==> src/rtl/evt_pkg.sv <==
package evt_pkg;
  localparam int LVLS     = 16;
  localparam int LW       = 4;
  localparam int GP_FIRST = 7;
  localparam int GP_COUNT = LVLS - GP_FIRST;
  localparam int RST_LVL  = 1;
  localparam int NMI_LVL  = 2;

  // Index of the lowest set bit, or LVLS when no bit is set.
  function automatic logic [LW:0] prio_pick(input logic [LVLS-1:0] v);
    logic [LW:0] r;
    r = (LW+1)'(LVLS);
    for (int i = LVLS - 1; i >= 0; i--)
      if (v[i]) r = (LW+1)'(i);
    return r;
  endfunction
endpackage

==> src/rtl/evt_src_map.sv <==
module evt_src_map
  import evt_pkg::*;
#(
  parameter int NUM_SRC = 12,
  parameter int SRC_W   = 4
) (
  input  logic               clk,
  input  logic               rst_n,
  input  logic               map_we,
  input  logic [SRC_W-1:0]   map_sel,
  input  logic [LW-1:0]      map_lvl,
  input  logic [NUM_SRC-1:0] src_req,
  output logic [LVLS-1:0]    lvl_req
);
  logic [NUM_SRC-1:0][LW-1:0] lvl_of;
  logic [LW-1:0]              wr_lvl;

  assign wr_lvl = (map_lvl < LW'(GP_FIRST)) ? LW'(GP_FIRST) : map_lvl;

  for (genvar s = 0; s < NUM_SRC; s++) begin : g_src
    logic [LW-1:0] lvl_q;
    always_ff @(posedge clk or negedge rst_n) begin
      if (!rst_n)
        lvl_q <= LW'(GP_FIRST + (s % GP_COUNT));
      else if (map_we && map_sel == SRC_W'(s))
        lvl_q <= wr_lvl;
    end
    assign lvl_of[s] = lvl_q;
  end

  always_comb begin
    lvl_req = '0;
    for (int s = 0; s < NUM_SRC; s++)
      if (src_req[s]) lvl_req[lvl_of[s]] = 1'b1;
  end
endmodule

==> src/rtl/evt_pend_arb.sv <==
module evt_pend_arb
  import evt_pkg::*;
(
  input  logic            clk,
  input  logic            rst_n,
  input  logic [LVLS-1:0] raise,
  input  logic            mask_we,
  input  logic [LVLS-1:0] mask_val,
  input  logic            clr_en,
  input  logic [LW-1:0]   clr_lvl,
  output logic [LW:0]     best
);
  localparam logic [LVLS-1:0] NO_MASK = (LVLS'(1) << RST_LVL) | (LVLS'(1) << NMI_LVL);

  logic [LVLS-1:0] pend_q, mask_q, clr_hot;

  assign clr_hot = clr_en ? (LVLS'(1) << clr_lvl) : '0;

  always_ff @(posedge clk or negedge rst_n) begin
    if (!rst_n) begin
      pend_q <= '0;
      mask_q <= '0;
    end else begin
      pend_q <= (pend_q & ~clr_hot) | raise;
      if (mask_we) mask_q <= mask_val;
    end
  end

  assign best = prio_pick(pend_q & (mask_q | NO_MASK));
endmodule

==> src/rtl/evt_nest_track.sv <==
module evt_nest_track
  import evt_pkg::*;
#(
  parameter int DEPTH_W = 2
) (
  input  logic            clk,
  input  logic            rst_n,
  input  logic            take,
  input  logic [LW-1:0]   take_lvl,
  input  logic            ret_strobe,
  input  logic            ret_saved,
  output logic [LVLS-1:0] active,
  output logic [LW:0]     top,
  output logic            top_full,
  output logic            hold
);
  logic [LVLS-1:0] full_vec;

  assign top = prio_pick(active);

  for (genvar g = 0; g < LVLS; g++) begin : g_lvl
    logic [DEPTH_W-1:0] d_q;
    logic inc, dec;
    assign inc = take && (take_lvl == LW'(g));
    assign dec = ret_strobe && (top == (LW+1)'(g));
    always_ff @(posedge clk or negedge rst_n) begin
      if (!rst_n)             d_q <= '0;
      else if (inc && !dec)   d_q <= d_q + 1'b1;
      else if (dec && !inc)   d_q <= d_q - 1'b1;
    end
    assign active[g]   = |d_q;
    assign full_vec[g] = &d_q;
  end

  assign top_full = top[LW] ? 1'b0 : full_vec[top[LW-1:0]];

  always_ff @(posedge clk or negedge rst_n) begin
    if (!rst_n)                        hold <= 1'b0;
    else if (take)                     hold <= 1'b1;
    else if (ret_saved || ret_strobe)  hold <= 1'b0;
  end
endmodule

==> src/rtl/evt_vec_table.sv <==
module evt_vec_table
  import evt_pkg::*;
#(
  parameter int ADDR_W = 16
) (
  input  logic              clk,
  input  logic              rst_n,
  input  logic              we,
  input  logic [LW-1:0]     wr_lvl,
  input  logic [ADDR_W-1:0] wr_addr,
  input  logic [LW-1:0]     rd_lvl,
  output logic [ADDR_W-1:0] rd_addr
);
  logic [LVLS-1:0][ADDR_W-1:0] tbl;

  for (genvar g = 0; g < LVLS; g++) begin : g_ent
    logic [ADDR_W-1:0] ent_q;
    always_ff @(posedge clk or negedge rst_n) begin
      if (!rst_n)                         ent_q <= '0;
      else if (we && wr_lvl == LW'(g))    ent_q <= wr_addr;
    end
    assign tbl[g] = ent_q;
  end

  assign rd_addr = tbl[rd_lvl];
endmodule

==> src/rtl/evt_ctrl_top.sv <==
module evt_ctrl_top
  import evt_pkg::*;
#(
  parameter int NUM_SRC = 12,
  parameter int ADDR_W  = 16,
  parameter int DEPTH_W = 2,
  localparam int SRC_W  = (NUM_SRC > 1) ? $clog2(NUM_SRC) : 1
) (
  input  logic               clk,
  input  logic               rst_n,
  input  logic [NUM_SRC-1:0] src_req,
  input  logic [6:0]         core_req,
  input  logic [1:0]         swi_raise,
  input  logic               map_we,
  input  logic [SRC_W-1:0]   map_sel,
  input  logic [3:0]         map_lvl,
  input  logic               mask_we,
  input  logic [15:0]        mask_val,
  input  logic               tbl_we,
  input  logic [3:0]         tbl_lvl,
  input  logic [ADDR_W-1:0]  tbl_addr,
  input  logic               self_nest_en,
  output logic               evt_valid,
  input  logic               evt_ready,
  output logic [3:0]         evt_level,
  output logic [ADDR_W-1:0]  evt_addr,
  input  logic               ret_strobe,
  input  logic               ret_saved,
  output logic [15:0]        active_lvls,
  output logic               preempt_hold
);
  logic [LVLS-1:0] map_req, raise_vec;
  logic [LW:0]     best, top;
  logic            top_full, take, hold;

  evt_src_map #(.NUM_SRC(NUM_SRC), .SRC_W(SRC_W)) u_map (
    .clk, .rst_n, .map_we, .map_sel, .map_lvl, .src_req, .lvl_req(map_req)
  );

  assign raise_vec = map_req | {swi_raise, 7'b0, core_req};

  evt_pend_arb u_arb (
    .clk, .rst_n, .raise(raise_vec), .mask_we, .mask_val,
    .clr_en(take), .clr_lvl(best[LW-1:0]), .best
  );

  evt_nest_track #(.DEPTH_W(DEPTH_W)) u_nest (
    .clk, .rst_n, .take, .take_lvl(best[LW-1:0]), .ret_strobe, .ret_saved,
    .active(active_lvls), .top, .top_full, .hold
  );

  evt_vec_table #(.ADDR_W(ADDR_W)) u_tbl (
    .clk, .rst_n, .we(tbl_we), .wr_lvl(tbl_lvl), .wr_addr(tbl_addr),
    .rd_lvl(best[LW-1:0]), .rd_addr(evt_addr)
  );

  assign evt_valid    = !best[LW] && !hold &&
                        ((best < top) || (best == top && self_nest_en && !top_full));
  assign evt_level    = best[LW-1:0];
  assign take         = evt_valid && evt_ready;
  assign preempt_hold = hold;
endmodule

==> config.mk <==
export PLATFORM = sky130hd
export DESIGN_NAME = evt_ctrl_top
export DESIGN_NICKNAME = d
export VERILOG_FILES = /design/src/rtl/evt_pkg.sv /design/src/rtl/evt_src_map.sv /design/src/rtl/evt_pend_arb.sv /design/src/rtl/evt_nest_track.sv /design/src/rtl/evt_vec_table.sv /design/src/rtl/evt_ctrl_top.sv
export SDC_FILE = /design/constraint.sdc
export NUM_CORES = 1
export LEC_CHECK = 0
export ABC_CLOCK_PERIOD_IN_PS = 5890
export CAP_MARGIN = 20
export CORE_UTILIZATION = 60
export DETAILED_ROUTE_END_ITERATION = 12
export PLACE_DENSITY = 0.86
export SLEW_MARGIN = 40
export SYNTH_ARGS = -nofsm -noshare
export SYNTH_HDL_FRONTEND = slang
export SYNTH_SLANG_ARGS = --single-unit
==> constraint.sdc <==
create_clock -name clk -period 5.89 [get_ports clk]
set_input_delay 0.589 -clock clk [delete_from_list [all_inputs] [get_ports clk]]
set_output_delay 0.589 -clock clk [all_outputs]
set_load 0.03 [all_outputs]
Word-level counts from Yosys, hierarchy flattened

Index checks and enable logic that the tools add are counted.
W data, S select, Z words.

Register bits: 369
Bits of input ports: 74
Output and inout bits: 38
Logic and storage cells: 489

$add $sub $neg: 32
$lt $le $gt $ge: 28
Equal/unequal tests: 57
Shift-type cells: 1
Muxes and demuxes: 109
Bitwise logic cells: 16
Reductions and logical operators: 199

Operators with widths:

| operator               | number |
|---|---|
| $mux W16               | 14 |
| $or A16 B16 Y16        | 13 |
| $mux W5                | 32 |
| $logic_and A1 B1 Y1    | 109 |
| $eq A4 B4 Y1 const B   | 20 |
| $lt A4 B5 Y1 const B   | 14 |
| $bmux W16 S4           | 1 |
| $mux W2                | 32 |
| $demux W1 S4           | 12 |
| $eq A4 B3 Y1 const B   | 12 |
| $ge A4 B1 Y1 const B   | 12 |
| $eq A5 B4 Y1 const B   | 8 |
| $logic_not A1 Y1       | 35 |
| $reduce_bool A2 Y1     | 17 |
| $add A2 B1 Y2 const B  | 16 |
| $and A16 B16 Y16       | 2 |
| $reduce_and A2 Y1      | 16 |
| $reduce_or A2 Y1       | 16 |
| $sub A2 B1 Y2 const B  | 16 |
| $eq A4 B2 Y1 const B   | 6 |
| $eq A5 B3 Y1 const B   | 4 |
| $mux W1                | 16 |
| $not A16 Y16           | 1 |
| $shl A1 B4 Y16 const A | 1 |
| other kinds (11)       | 17 |

Depth between registers and ports, before layout

Gate-level depths: netlist of the first run.

Depth in word-level cells: 30
Gate-level depth with buffers: 22
Mapped depth without buffers: 20

By module

Synthesis of the first run repeated with hierarchy kept, for this count alone.

Cells, all modules: 1,580
Area, all modules: 18,885.6 um2

Modules (own cells, without submodules):

| module         | times used | cells each | area an instance (um2) | seq. area each (um2) |
|---|---|---|---|---|
| evt_vec_table  | 1          | 711        | 11,461.0               | 6,406.1 |
| evt_src_map    | 1          | 438        | 3,408.3                | 1,237.4 |
| evt_nest_track | 1          | 278        | 2,407.3                | 825.8 |
| evt_pend_arb   | 1          | 123        | 1,412.6                | 750.7 |
| evt_ctrl_top   | 1          | 30         | 196.4                  | 0.0 |

Least setup slack after synthesis of the first run

No wires, ideal clock.

Path type: reg2out
From: reg u_arb.pend_q[13]
To: out evt_valid
Data arrival time: 4.149 ns
Data required time: 5.301 ns
Slack: 1.152 ns
Cell stages (with the launch flop): 15
Path buffers: 3
Path through: dfrtp_1 > a22o_1 > o21ai_0 > a31oi_1 > a211o_1 > clkbuf_1 > inv_1 > clkbuf_1 > clkbuf_1 > ha_1 > nor2b_1 > o21ai_0 > nand2_1 > a211oi_1 > a21boi_0

Cells in the longest elaborated chain, start to end: 20
Elaborated cells on any way between the ends: 23
Classes of those cells: order compare: 1; eq/ne: 1; mux: 14; bitwise: 1; reduce/logical: 6

RTL lines:

| item                                                 | RTL line           | text |
|---|---|---|
| start, declared                                      | evt_pend_arb.sv:15 | `logic [LVLS-1:0] pend_q, mask_q, clr_hot;` |
| start signal, assigned                               | evt_pend_arb.sv:24 | `pend_q <= (pend_q & ~clr_hot) \| raise;` |
| $and A16 B16 Y16 *                                   | evt_pend_arb.sv:29 | `assign best = prio_pick(pend_q & (mask_q \| NO_MASK));` |
| $mux W5 * (14 in series)                             | evt_pkg.sv:14      | `if (v[i]) r = (LW+1)'(i);` |
| via evt_level[1]                                     | evt_ctrl_top.sv:25 | `output logic [3:0] evt_level,` |
| branches (longest 3 deep; another with $lt A5 B5 Y1) | n/a                |  |
| $logic_or A1 B1 Y1 *                                 | evt_ctrl_top.sv:58 | `((best < top) \|\| (best == top && self_nest_en && !top_full));` |
| $logic_and A1 B1 Y1 *                                | evt_ctrl_top.sv:57 | `assign evt_valid = !best[LW] && !hold &&` |
| end, declared                                        | evt_ctrl_top.sv:23 | `output logic evt_valid,` |

Mark *: on every way through the listed nets, which the timed path passes.

Worst setup path in the final report of the first run

From: reg u_arb.pend_q[13]
To: out evt_valid

Cells in the longest elaborated chain, start to end: 20
Elaborated cells on any way between the ends: 23
Classes of those cells: order compare: 1; eq/ne: 1; mux: 14; bitwise: 1; reduce/logical: 6

RTL lines:

| item                                                 | RTL line |
|---|---|
| $and A16 B16 Y16 *                                   | evt_pend_arb.sv:29 |
| $mux W5 * (14 in series)                             | evt_pkg.sv:14 |
| branches (longest 4 deep; another with $lt A5 B5 Y1) | n/a |
| $logic_and A1 B1 Y1 *                                | evt_ctrl_top.sv:57 |

Mark *: on every way between the ends.

==> impl_results.html, run 1 <==
<table>
<tr><th>Metric</th><th>Value</th></tr>
<tr><th colspan="2">Route</th></tr>
<tr><td>Number of nets with antenna violations after routing</td><td>0</td></tr>
<tr><td>Number of iterations in the first detailed-routing pass</td><td>7</td></tr>
<tr><td>Detailed Route Iter0 Violations</td><td>between 1500 and 2000</td></tr>
<tr><td>WL per Instance</td><td>24.3 um</td></tr>
<tr><td>Average vias per placed instance</td><td>6.63</td></tr>
<tr><td>Post-detailed-route DRC marker count</td><td>0</td></tr>
<tr><td>Total Wirelength</td><td>60.3 mm</td></tr>
<tr><td>Vias</td><td>16500</td></tr>
<tr><th colspan="2">Global route</th></tr>
<tr><td>Maximum number of pins on one net before global-route repair</td><td>158</td></tr>
<tr><td>Global route overflow</td><td>0</td></tr>
<tr><td>Antenna violations before repair</td><td>4</td></tr>
<tr><td>Total GRT Usage</td><td>approximately 37%</td></tr>
<tr><td>Global-route wire length before repair</td><td>93.5 mm</td></tr>
<tr><td>Via count of the first global-routing pass</td><td>16200</td></tr>
<tr><th colspan="2">Setup path</th></tr>
<tr><td>Reg2reg setup slack</td><td>1180 ps</td></tr>
<tr><td>Crit path capture type</td><td>output port</td></tr>
<tr><td>Category of the most critical setup path</td><td>reg -&gt; out</td></tr>
<tr><td>Critical path required time</td><td>approximately 5300 ps</td></tr>
<tr><td>Launching element type of the critical path</td><td>register</td></tr>
<tr><td>Largest fanout on the critical path</td><td>47</td></tr>
<tr><td>Crit path arrival time</td><td>4810 ps</td></tr>
<tr><th colspan="2">Outcome</th></tr>
<tr><td>Status</td><td>completed</td></tr>
<tr><th colspan="2">Cells and area</th></tr>
<tr><td>Util after Layout</td><td>70.0%</td></tr>
<tr><td>Area growth from synthesis to layout</td><td>14.2%</td></tr>
<tr><td>Commonest cells after routing, fill and taps aside</td><td>nand2_1, dfrtp_1, mux2_2, clkdlybuf4s50_1, nor2_1</td></tr>
<tr><td>Fin nets</td><td>2111</td></tr>
<tr><td>Post-Layout Cell Count</td><td>2483</td></tr>
<tr><td>Number of fillers in the final layout</td><td>around 2300</td></tr>
<tr><td>Most common cell after layout, fill and taps aside</td><td>nand2_1</td></tr>
<tr><td>Multi-input gate area in the final layout</td><td>9740 um^2</td></tr>
<tr><td>Proportion of layout cells with a drive suffix above 1</td><td>22.1%</td></tr>
<tr><td>Register Area</td><td>9220 um^2</td></tr>
<tr><th colspan="2">Clocking</th></tr>
<tr><td>Buffer depth of the longest clock path</td><td>3</td></tr>
<tr><td>Later-pin clock latency in the skew report</td><td>560 ps</td></tr>
<tr><td>Htree depth</td><td>2</td></tr>
<tr><td>Number of buffers inserted by post-CTS setup repair</td><td>0</td></tr>
<tr><td>TritonCTS Buffers</td><td>39</td></tr>
<tr><td>Clock sinks</td><td>367</td></tr>
<tr><td>CTS tree</td><td>done</td></tr>
<tr><td>Clk slew on worst S/H paths</td><td>60 ps</td></tr>
<tr><td>Clock Root Buffer</td><td>clkbuf_16</td></tr>
<tr><th colspan="2">Place</th></tr>
<tr><td>Post-placement cell count</td><td>2408</td></tr>
<tr><td>Half-perimeter wire length of the detailed placement result</td><td>38.3 mm</td></tr>
<tr><td>Placer Congestion</td><td>about 1.0</td></tr>
<tr><td>Count of buffers inserted at the top-level ports</td><td>109</td></tr>
<tr><th colspan="2">Logic synthesis</th></tr>
<tr><td>Post-Synthesis Net Count</td><td>2064</td></tr>
<tr><td>Syn. warnings</td><td>0</td></tr>
<tr><td>Commonest register cell after synthesis</td><td>dfrtp_1</td></tr>
<tr><td>Post-synth EDFFs</td><td>0</td></tr>
<tr><td>Share of synthesized flip-flops with an asynchronous set or reset</td><td>100%</td></tr>
<tr><td>Synthesized flop and latch total</td><td>between 300 and 400</td></tr>
<tr><td>Per-instance average area after synthesis</td><td>9.90 um^2</td></tr>
<tr><td>Post-synthesis compound-gate area fraction</td><td>9.59%</td></tr>
<tr><td>Multiplexer fraction of the synthesized cell area</td><td>16.3%</td></tr>
<tr><td>Yosys cell types</td><td>70</td></tr>
<tr><td>Basic-gate share of the synthesized area counting and, or, nand and nor cells</td><td>20.2%</td></tr>
<tr><td>Number of cells produced by synthesis</td><td>1969</td></tr>
<tr><td>XOR/XNOR Fraction of Synth Area</td><td>under 10%</td></tr>
<tr><td>Post-Synthesis Cell Area</td><td>just under 20000 um^2</td></tr>
<tr><td>Synthesized-area fraction occupied by adder cells</td><td>roughly 1.3%</td></tr>
<tr><td>Portion of the post-synthesis area used by sequential elements</td><td>between 40 and 50%</td></tr>
<tr><td>Dominant combinational cell family by area after synthesis</td><td>simple AND/OR/NAND/NOR gates</td></tr>
<tr><th colspan="2">STA</th></tr>
<tr><td>Final hold vios</td><td>0</td></tr>
<tr><td>Transition at the pin with the smallest max-transition slack</td><td>907 ps</td></tr>
<tr><td>Setup repair after global routing missed its margin</td><td>false</td></tr>
<tr><td>Max-slew headroom</td><td>39.5%</td></tr>
<tr><td>Shortest period the worst path allows</td><td>5400 ps</td></tr>
<tr><td>Setup TNS Final</td><td>0 ps</td></tr>
<tr><td>Hold slack final</td><td>between 500 and 600 ps</td></tr>
<tr><td>Final-report max-slew violation count</td><td>0</td></tr>
<tr><td>Highest achievable clock rate</td><td>185 MHz</td></tr>
<tr><td>Final critical-path share of the clock period</td><td>91.7%</td></tr>
<tr><td>Worst clock skew</td><td>20.7 ps</td></tr>
<tr><td>Final setup fails</td><td>0</td></tr>
<tr><th colspan="2">Floorplanning</th></tr>
<tr><td>Die W</td><td>182 um</td></tr>
<tr><td>Ports</td><td>approximately 110</td></tr>
<tr><td>Initial core utilization</td><td>around three fifths</td></tr>
<tr><td>Height of the chip</td><td>182 um</td></tr>
<tr><td>Rows</td><td>65</td></tr>
<tr><td>Core area</td><td>31800 um^2</td></tr>
<tr><td>DIE AREA</td><td>about 33000 um^2</td></tr>
<tr><th colspan="2">Power and ir drop</th></tr>
<tr><td>Maximum vdd drop</td><td>~340 uV</td></tr>
<tr><td>Leak pwr</td><td>about 0.0096 uW</td></tr>
<tr><td>Overall power consumption</td><td>8400 uW</td></tr>
<tr><td>P per Cell Area</td><td>377 nW/um^2</td></tr>
<tr><th colspan="2">Flow run</th></tr>
<tr><td>Number of max-cap violations</td><td>0</td></tr>
<tr><th colspan="2">Min path</th></tr>
<tr><td>Class of the tightest hold or removal check</td><td>reg -&gt; reg</td></tr>
</table>
-- final cells by class --
cell class,count,share of cell area (%)
inverters,32,0.551
flip-flops and latches,367,41.4
clock buffers,58,5.11
multi-input cells,1441,43.7
well taps,435,2.44
clock inverters,12,0.686
repair buffers,135,6.02
diodes,3,0.0337
-- per-stage QoR --
step | setup slack, ps | cell area [um^2]
6_report | 488 | 22300
5_1_grt | 348 | 22300
4_1_cts | 559 | 22200
3_5_place_dp | 1180 | 20900
3_3_place_gp | 1230 | 20900
2_1_floorplan | 1150 | 19500
-- cells in the mapped netlist, types with 13 or more instances --
master | number | area share (%)
nand2_1 | 386 | 7.4
inv_1 | 31 | 0.60
nand3b_1 | 27 | 1.0
nor3b_1 | 13 | 0.50
nor3_1 | 37 | 0.95
a21oi_1 | 33 | 0.85
nand3_1 | 40 | 1.0
nor4_1 | 20 | 0.64
o22ai_1 | 47 | 1.5
mux2_2 | 282 | 16
xnor2_1 | 16 | 0.72
ha_1 | 21 | 1.3
o21ai_0 | 28 | 0.72
nand2b_1 | 33 | 1.1
dfrtp_1 | 338 | 43
xor2_1 | 32 | 1.4
nor2_1 | 111 | 2.1
clkbuf_1 | 120 | 2.3
nand4_1 | 97 | 3.1
o211ai_1 | 70 | 2.7
nor2b_1 | 13 | 0.42
dfstp_2 | 29 | 3.9
-- power breakdown --
| part | leakage [uW] | switching [uW] | internal [uW] | total (uW) |
|---|---|---|---|---|
| clock network | 0.000637 | 1040 | 1440 | 2480 |
| registers | 0.00441 | 457 | 3100 | 3550 |
| logic | 0.00457 | 1400 | 974 | 2370 |
| total | 0.00962 | 2900 | 5510 | 8400 |
-- cells by family after synthesis --
kind of cell | after synthesis
flops | 367
fa+ha+maj | 21
mux | 282
buf+inv | 161
simple gates | 828
compound gates | 262
xor+xnor | 48
-- what timing repair did --
action	CTS	global route
gates resized for setup	0	0
hold endpoints to repair	35	0
hold buffers	1	0
-- worst max-delay path: stages (launching register included) --
cell and delay [ps]:
dfrtp_1 400, a22o_1 260, o21ai_0 180, a31oi_1 140
a211o_4 590, inv_4 440, ha_1 330, nor2b_1 130
o21ai_0 140, nand2_1 140, nand3_1 110, o22ai_1 100
o211a_4 250, a21boi_0 310, clkdlybuf4s50_1 730
-- sequential cells by signal, indices dropped and copies added (netlist names) --
signal             flops
u_arb.mask_q          14
u_arb.pend_q          16
u_map.g_src.lvl_q     48
u_nest.g_lvl.d_q      32
u_nest.hold            1
u_tbl.g_ent.ent_q    256
-- path summary, 6_finish.rpt --
check	end	cells past startpoint	startpoint
min in group asynchronous	u_map.g_src[10].lvl_q[2]$_DFFE_PN0P_	2	rst_n
setup / recovery	evt_valid	14	u_arb.pend_q[13]$_DFF_PN0_
hold reg to reg	u_tbl.g_ent[14].ent_q[13]$_DFFE_PN0P_	1	u_tbl.g_ent[14].ent_q[13]$_DFFE_PN0P_
setup reg to reg	u_nest.g_lvl[2].d_q[1]$_DFFE_PN0P_	17	u_arb.pend_q[13]$_DFF_PN0_
hold / removal	u_tbl.g_ent[14].ent_q[13]$_DFFE_PN0P_	1	u_tbl.g_ent[14].ent_q[13]$_DFFE_PN0P_
max in group asynchronous	u_tbl.g_ent[7].ent_q[13]$_DFFE_PN0P_	4	rst_n
-- routing by layer --
metal / routed length [um] / vias up / part of all wire (%) / global-route usage [%]
li1: - / 7132 / - / -
met1: 24900 / 8196 / 41 / 50.4
met2: 27200 / 938 / 45 / 56.8
met3: 5100 / 199 / 8.5 / 5.91
met4: 3050 / 2 / 5.1 / 18.1
met5: 12 / - / 0.020 / 0
(Power assumes the default switching activity.)
==> run 2: changes to the inputs <==
- HOLD_SLACK_MARGIN: default -> 0.05
==> results of run 2 <==
Same layout as run 1: the final DEF is identical, and so are final timing and power.
==> run 3: changes to the inputs <==
- ABC_AREA: default -> 1
==> run 3 against run 2 <==
Register-to-register slack improved by 620 ps. Largest power group unchanged. Synthesized area is 3.6% lower. Highest routed layer is now met4. Routed wire length shrank 3.8%. Largest cell class is now flip-flops and latches.
==> impl_results.html, run 3 <==
<table>
<tr><th>Metric</th><th>Value</th></tr>
<tr><th colspan="2">Logic synthesis</th></tr>
<tr><td>Post-synthesis compound-gate area fraction</td><td>between 10% and 20%</td></tr>
<tr><td>Post-synth top cells</td><td>nand2_1, o21ai_0, dfrtp_1</td></tr>
<tr><td>Basic-gate share of the synthesized area counting and, or, nand and nor cells</td><td>23.7%</td></tr>
<tr><td>Per-instance average area after synthesis</td><td>between 7 and 8 um^2</td></tr>
<tr><td>Area share of the largest cell type after synthesis</td><td>45.0%</td></tr>
<tr><td>Synthesized flop and latch total</td><td>between 300 and 400</td></tr>
<tr><td>Synthesized-area fraction occupied by adder cells</td><td>roughly 1.4%</td></tr>
<tr><td>Post-Synthesis Net Count</td><td>about 2500</td></tr>
<tr><td>Ranking of synthesized cells by area</td><td>dfrtp_1, nand2_1, o21ai_0</td></tr>
<tr><td>Leading cell type by number of instances after synthesis</td><td>nand2_1</td></tr>
<tr><td>XOR/XNOR Fraction of Synth Area</td><td>1.49%</td></tr>
<tr><td>Post-synth EDFFs</td><td>0</td></tr>
<tr><td>Share of synthesized flip-flops with an asynchronous set or reset</td><td>100%</td></tr>
<tr><td>Post-Synthesis Cell Area</td><td>about 19000 um^2</td></tr>
<tr><td>Multiplexer fraction of the synthesized cell area</td><td>0.839%</td></tr>
<tr><td>Cell type with the highest aggregate area in the netlist</td><td>dfrtp_1</td></tr>
<tr><td>Commonest register cell after synthesis</td><td>dfrtp_1</td></tr>
<tr><td>Portion of the post-synthesis area used by sequential elements</td><td>about half</td></tr>
<tr><td>Yosys cell types</td><td>46</td></tr>
<tr><td>Dominant combinational cell family by area after synthesis</td><td>simple AND/OR/NAND/NOR gates</td></tr>
<tr><td>Number of cells produced by synthesis</td><td>2366</td></tr>
<tr><td>Syn. warnings</td><td>0</td></tr>
<tr><th colspan="2">Clocking</th></tr>
<tr><td>Buffer depth of the longest clock path</td><td>3</td></tr>
<tr><td>Number of instances resized during post-cts repair</td><td>0</td></tr>
<tr><td>Clock sinks</td><td>367</td></tr>
<tr><td>Later-pin clock latency in the skew report</td><td>540 ps</td></tr>
<tr><td>CTS hold repair buffers</td><td>1</td></tr>
<tr><td>Clock Root Buffer</td><td>clkbuf_16</td></tr>
<tr><td>Clk slew on worst S/H paths</td><td>60 ps</td></tr>
<tr><td>Number of buffers inserted by post-CTS setup repair</td><td>0</td></tr>
<tr><td>Htree depth</td><td>2</td></tr>
<tr><td>CTS tree</td><td>done</td></tr>
<tr><td>TritonCTS Buffers</td><td>39</td></tr>
<tr><th colspan="2">Cells and area</th></tr>
<tr><td>Flip-flop count of the largest register after layout</td><td>~260</td></tr>
<tr><td>Proportion of layout cells with a drive suffix above 1</td><td>about 7.2%</td></tr>
<tr><td>Commonest cells after routing, fill and taps aside</td><td>nand2_1, o21ai_0, dfrtp_1, inv_1, nand3_1</td></tr>
<tr><td>Top flop regs</td><td>u_tbl.g_ent.ent_q x256, u_map.g_src.lvl_q x48, u_nest.g_lvl.d_q x32</td></tr>
<tr><td>Most common cell after layout, fill and taps aside</td><td>nand2_1</td></tr>
<tr><td>Util after Layout</td><td>70.5%</td></tr>
<tr><td>Area growth from synthesis to layout</td><td>15.1%</td></tr>
<tr><td>Largest Register</td><td>u_tbl.g_ent.ent_q</td></tr>
<tr><td>Post-Layout Cell Count</td><td>around 2800</td></tr>
<tr><td>Area of all placed cells without fillers</td><td>21600 um^2</td></tr>
<tr><td>Fin nets</td><td>2518</td></tr>
<tr><td>Number of antenna diodes</td><td>0</td></tr>
<tr><th colspan="2">Place</th></tr>
<tr><td>Half-perimeter wire length of the detailed placement result</td><td>39.7 mm</td></tr>
<tr><td>Placer Congestion</td><td>1.01</td></tr>
<tr><td>Post-detailed-placement cell area</td><td>20200 um^2</td></tr>
<tr><td>Count of buffers inserted at the top-level ports</td><td>~110</td></tr>
<tr><td>Post-placement cell count</td><td>2777</td></tr>
<tr><th colspan="2">Setup path</th></tr>
<tr><td>Cell occurring most often along the worst timing path</td><td>nand2_1</td></tr>
<tr><td>Worst-path cell chain</td><td>nand2_1 -&gt; nand2_1 -&gt; nand2_1 -&gt; nand2_1 -&gt; nand2_1 -&gt; nand2_1 -&gt; nand2_1 -&gt; nand2_1 -&gt; nand2_1 -&gt; nand2_1 -&gt; a22oi_1 -&gt; o21ai_0 -&gt; nand2_2 -&gt; inv_1 -&gt; nand2_1 -&gt; buf_4 -&gt; o21ai_0 -&gt; o21ai_0 -&gt; nand4_1 -&gt; clkdlybuf4s50_1</td></tr>
<tr><td>Biggest cell delay along the critical path</td><td>710 ps</td></tr>
<tr><td>Worst Reg2Reg Path Length in Cells</td><td>24</td></tr>
<tr><td>Largest fanout on the critical path</td><td>22</td></tr>
<tr><td>Standard cell with the maximum stage delay on the critical path</td><td>o21ai_0</td></tr>
<tr><td>Top cell family by delay on the critical path</td><td>simple AND/OR/NAND/NOR gates</td></tr>
<tr><td>Crit path capture type</td><td>output port</td></tr>
<tr><td>Category of the most critical setup path</td><td>reg -&gt; out</td></tr>
<tr><td>Crit path arrival time</td><td>4650 ps</td></tr>
<tr><td>Launching element type of the critical path</td><td>register</td></tr>
<tr><td>Instance count on the critical path</td><td>20</td></tr>
<tr><td>Buffers and inverters on the worst path</td><td>3</td></tr>
<tr><td>Critical path required time</td><td>5300 ps</td></tr>
<tr><th colspan="2">Floorplanning</th></tr>
<tr><td>Initial core utilization</td><td>61.3%</td></tr>
<tr><td>Ports</td><td>between 100 and 150</td></tr>
<tr><td>Die W</td><td>179 um</td></tr>
<tr><td>Rows</td><td>64</td></tr>
<tr><td>DIE AREA</td><td>approximately 32000 um^2</td></tr>
<tr><td>Height of the chip</td><td>179 um</td></tr>
<tr><td>Core area</td><td>30700 um^2</td></tr>
<tr><th colspan="2">STA</th></tr>
<tr><td>Transition at the pin with the smallest max-transition slack</td><td>890 ps</td></tr>
<tr><td>Setup repair after global routing missed its margin</td><td>false</td></tr>
<tr><td>Final setup fails</td><td>0</td></tr>
<tr><td>Final-report max-slew violation count</td><td>0</td></tr>
<tr><td>Hold slack final</td><td>471 ps</td></tr>
<tr><td>Worst clock skew</td><td>12.8 ps</td></tr>
<tr><td>Setup TNS Final</td><td>0 ps</td></tr>
<tr><td>Final hold vios</td><td>0</td></tr>
<tr><td>Highest achievable clock rate</td><td>191 MHz</td></tr>
<tr><td>Final critical-path share of the clock period</td><td>between 80% and 90%</td></tr>
<tr><td>Shortest period the worst path allows</td><td>5240 ps</td></tr>
<tr><td>Max-slew headroom</td><td>40.0%</td></tr>
<tr><th colspan="2">Route</th></tr>
<tr><td>Post-detailed-route DRC marker count</td><td>0</td></tr>
<tr><td>Total Wirelength</td><td>58.0 mm</td></tr>
<tr><td>Detailed Route Iter0 Violations</td><td>around 2200</td></tr>
<tr><td>Number of nets with antenna violations after routing</td><td>0</td></tr>
<tr><td>Average vias per placed instance</td><td>6.25</td></tr>
<tr><td>Vias</td><td>~18000</td></tr>
<tr><td>Number of iterations in the first detailed-routing pass</td><td>6</td></tr>
<tr><td>WL per Instance</td><td>20.4 um</td></tr>
<tr><th colspan="2">Global route</th></tr>
<tr><td>Global route overflow</td><td>0</td></tr>
<tr><td>Met2 GRT Util</td><td>a little under three fifths</td></tr>
<tr><td>Total GRT Usage</td><td>36.9%</td></tr>
<tr><td>Via count of the first global-routing pass</td><td>16800</td></tr>
<tr><td>GRT Max-Usage Layer</td><td>met2</td></tr>
<tr><td>Antenna violations before repair</td><td>0</td></tr>
<tr><td>Fraction of met3 tracks used by global routing</td><td>7.53%</td></tr>
<tr><td>Grt met1 use</td><td>between 50% and 60%</td></tr>
<tr><td>Maximum number of pins on one net before global-route repair</td><td>approximately 140</td></tr>
<tr><td>Global-route wire length before repair</td><td>between 90 and 100 mm</td></tr>
<tr><th colspan="2">Power and ir drop</th></tr>
<tr><td>P per Cell Area</td><td>374 nW/um^2</td></tr>
<tr><td>Leak pwr</td><td>approximately 0.010 uW</td></tr>
<tr><td>Maximum vdd drop</td><td>~260 uV</td></tr>
<tr><th colspan="2">Outcome</th></tr>
<tr><td>Status</td><td>completed</td></tr>
<tr><th colspan="2">Flow run</th></tr>
<tr><td>Number of max-cap violations</td><td>0</td></tr>
<tr><th colspan="2">Min path</th></tr>
<tr><td>Class of the tightest hold or removal check</td><td>reg -&gt; reg</td></tr>
<tr><td>Worst hold path stage count</td><td>2</td></tr>
</table>
-- run 3: changes by cell type after synthesis, moves of 65 or more --
cell	before	now
o21ai_0	28	375
mux2_2	282	14
inv_1	31	228
nand2_1	386	577
nand3_1	40	211
o211ai_1	70	5
-- run 3: cell families (layout without fill, tap and decap cells) --
| family | Yosys count | after routing |
|---|---|---|
| AO/OA/AOI/OAI | 542 | 542 |
| XOR/XNOR | 32 | 32 |
| adder cells (fa/ha/maj) | 21 | 21 |
| buffers and inverters | 354 | 438 |
| flip-flops | 367 | 367 |
| multiplexers | 14 | 14 |
| AND/OR/NAND/NOR | 1036 | 1036 |
-- run 3: worst min-delay path, cell delays in order (launching register included) --
cell,delay [ps]
dfrtp_1,340
nand2_1,60
nand2_1,50
-- run 3: routing by layer --
layer / vias up / wire length, um
met1: 8610 / 24000
met5: - / 0
met2: 993 / 26400
met4: 0 / 1860
li1: 8044 / -
met3: 132 / 5780
-- run 3: area by class of cell --
type	count	area [um^2]
Sequential cell	367	9220
Fill cell	2353	9040
Timing Repair Buffer	135	1320
Clock inverter	13	277
Clock buffer	55	1140
Inverter	235	885
Tap cell	396	495
Multi-Input combinational cell	1645	8300
-- run 3: final timing paths --
| kind | startpoint | to | slack [ps] |
|---|---|---|---|
| worst max-delay path | u_arb.mask_q[13]$_DFFE_PN0P_ | evt_addr[9] | 650 |
| worst min-delay path | u_arb.pend_q[14]$_DFF_PN0_ | u_arb.pend_q[14]$_DFF_PN0_ | 470 |
| worst max register to register | u_arb.mask_q[14]$_DFFE_PN0P_ | u_nest.g_lvl[15].d_q[1]$_DFFE_PN0P_ | 1800 |
| worst min register to register | u_arb.pend_q[14]$_DFF_PN0_ | u_arb.pend_q[14]$_DFF_PN0_ | 470 |
| max in group asynchronous | rst_n | u_tbl.g_ent[6].ent_q[12]$_DFFE_PN0P_ | 4180 |
| min in group asynchronous | rst_n | u_tbl.g_ent[15].ent_q[6]$_DFFE_PN0P_ | 570 |
-- run 3: metrics by stage --
stage / power (uW) / setup slack [ps]
2_1_floorplan: 4660 / 2450
3_3_place_gp: 5300 / 1240
3_5_place_dp: 5390 / 1200
4_1_cts: 8060 / 612
5_1_grt: 8470 / 498
6_report: 8100 / 646
-- run 3: report_power, final --
| part | total, uW | switching (uW) | internal [uW] | leakage (uW) |
|---|---|---|---|---|
| clock network | 2670 | 1020 | 1660 | 0.000692 |
| registers | 3390 | 345 | 3050 | 0.00449 |
| logic | 2030 | 1340 | 688 | 0.00482 |
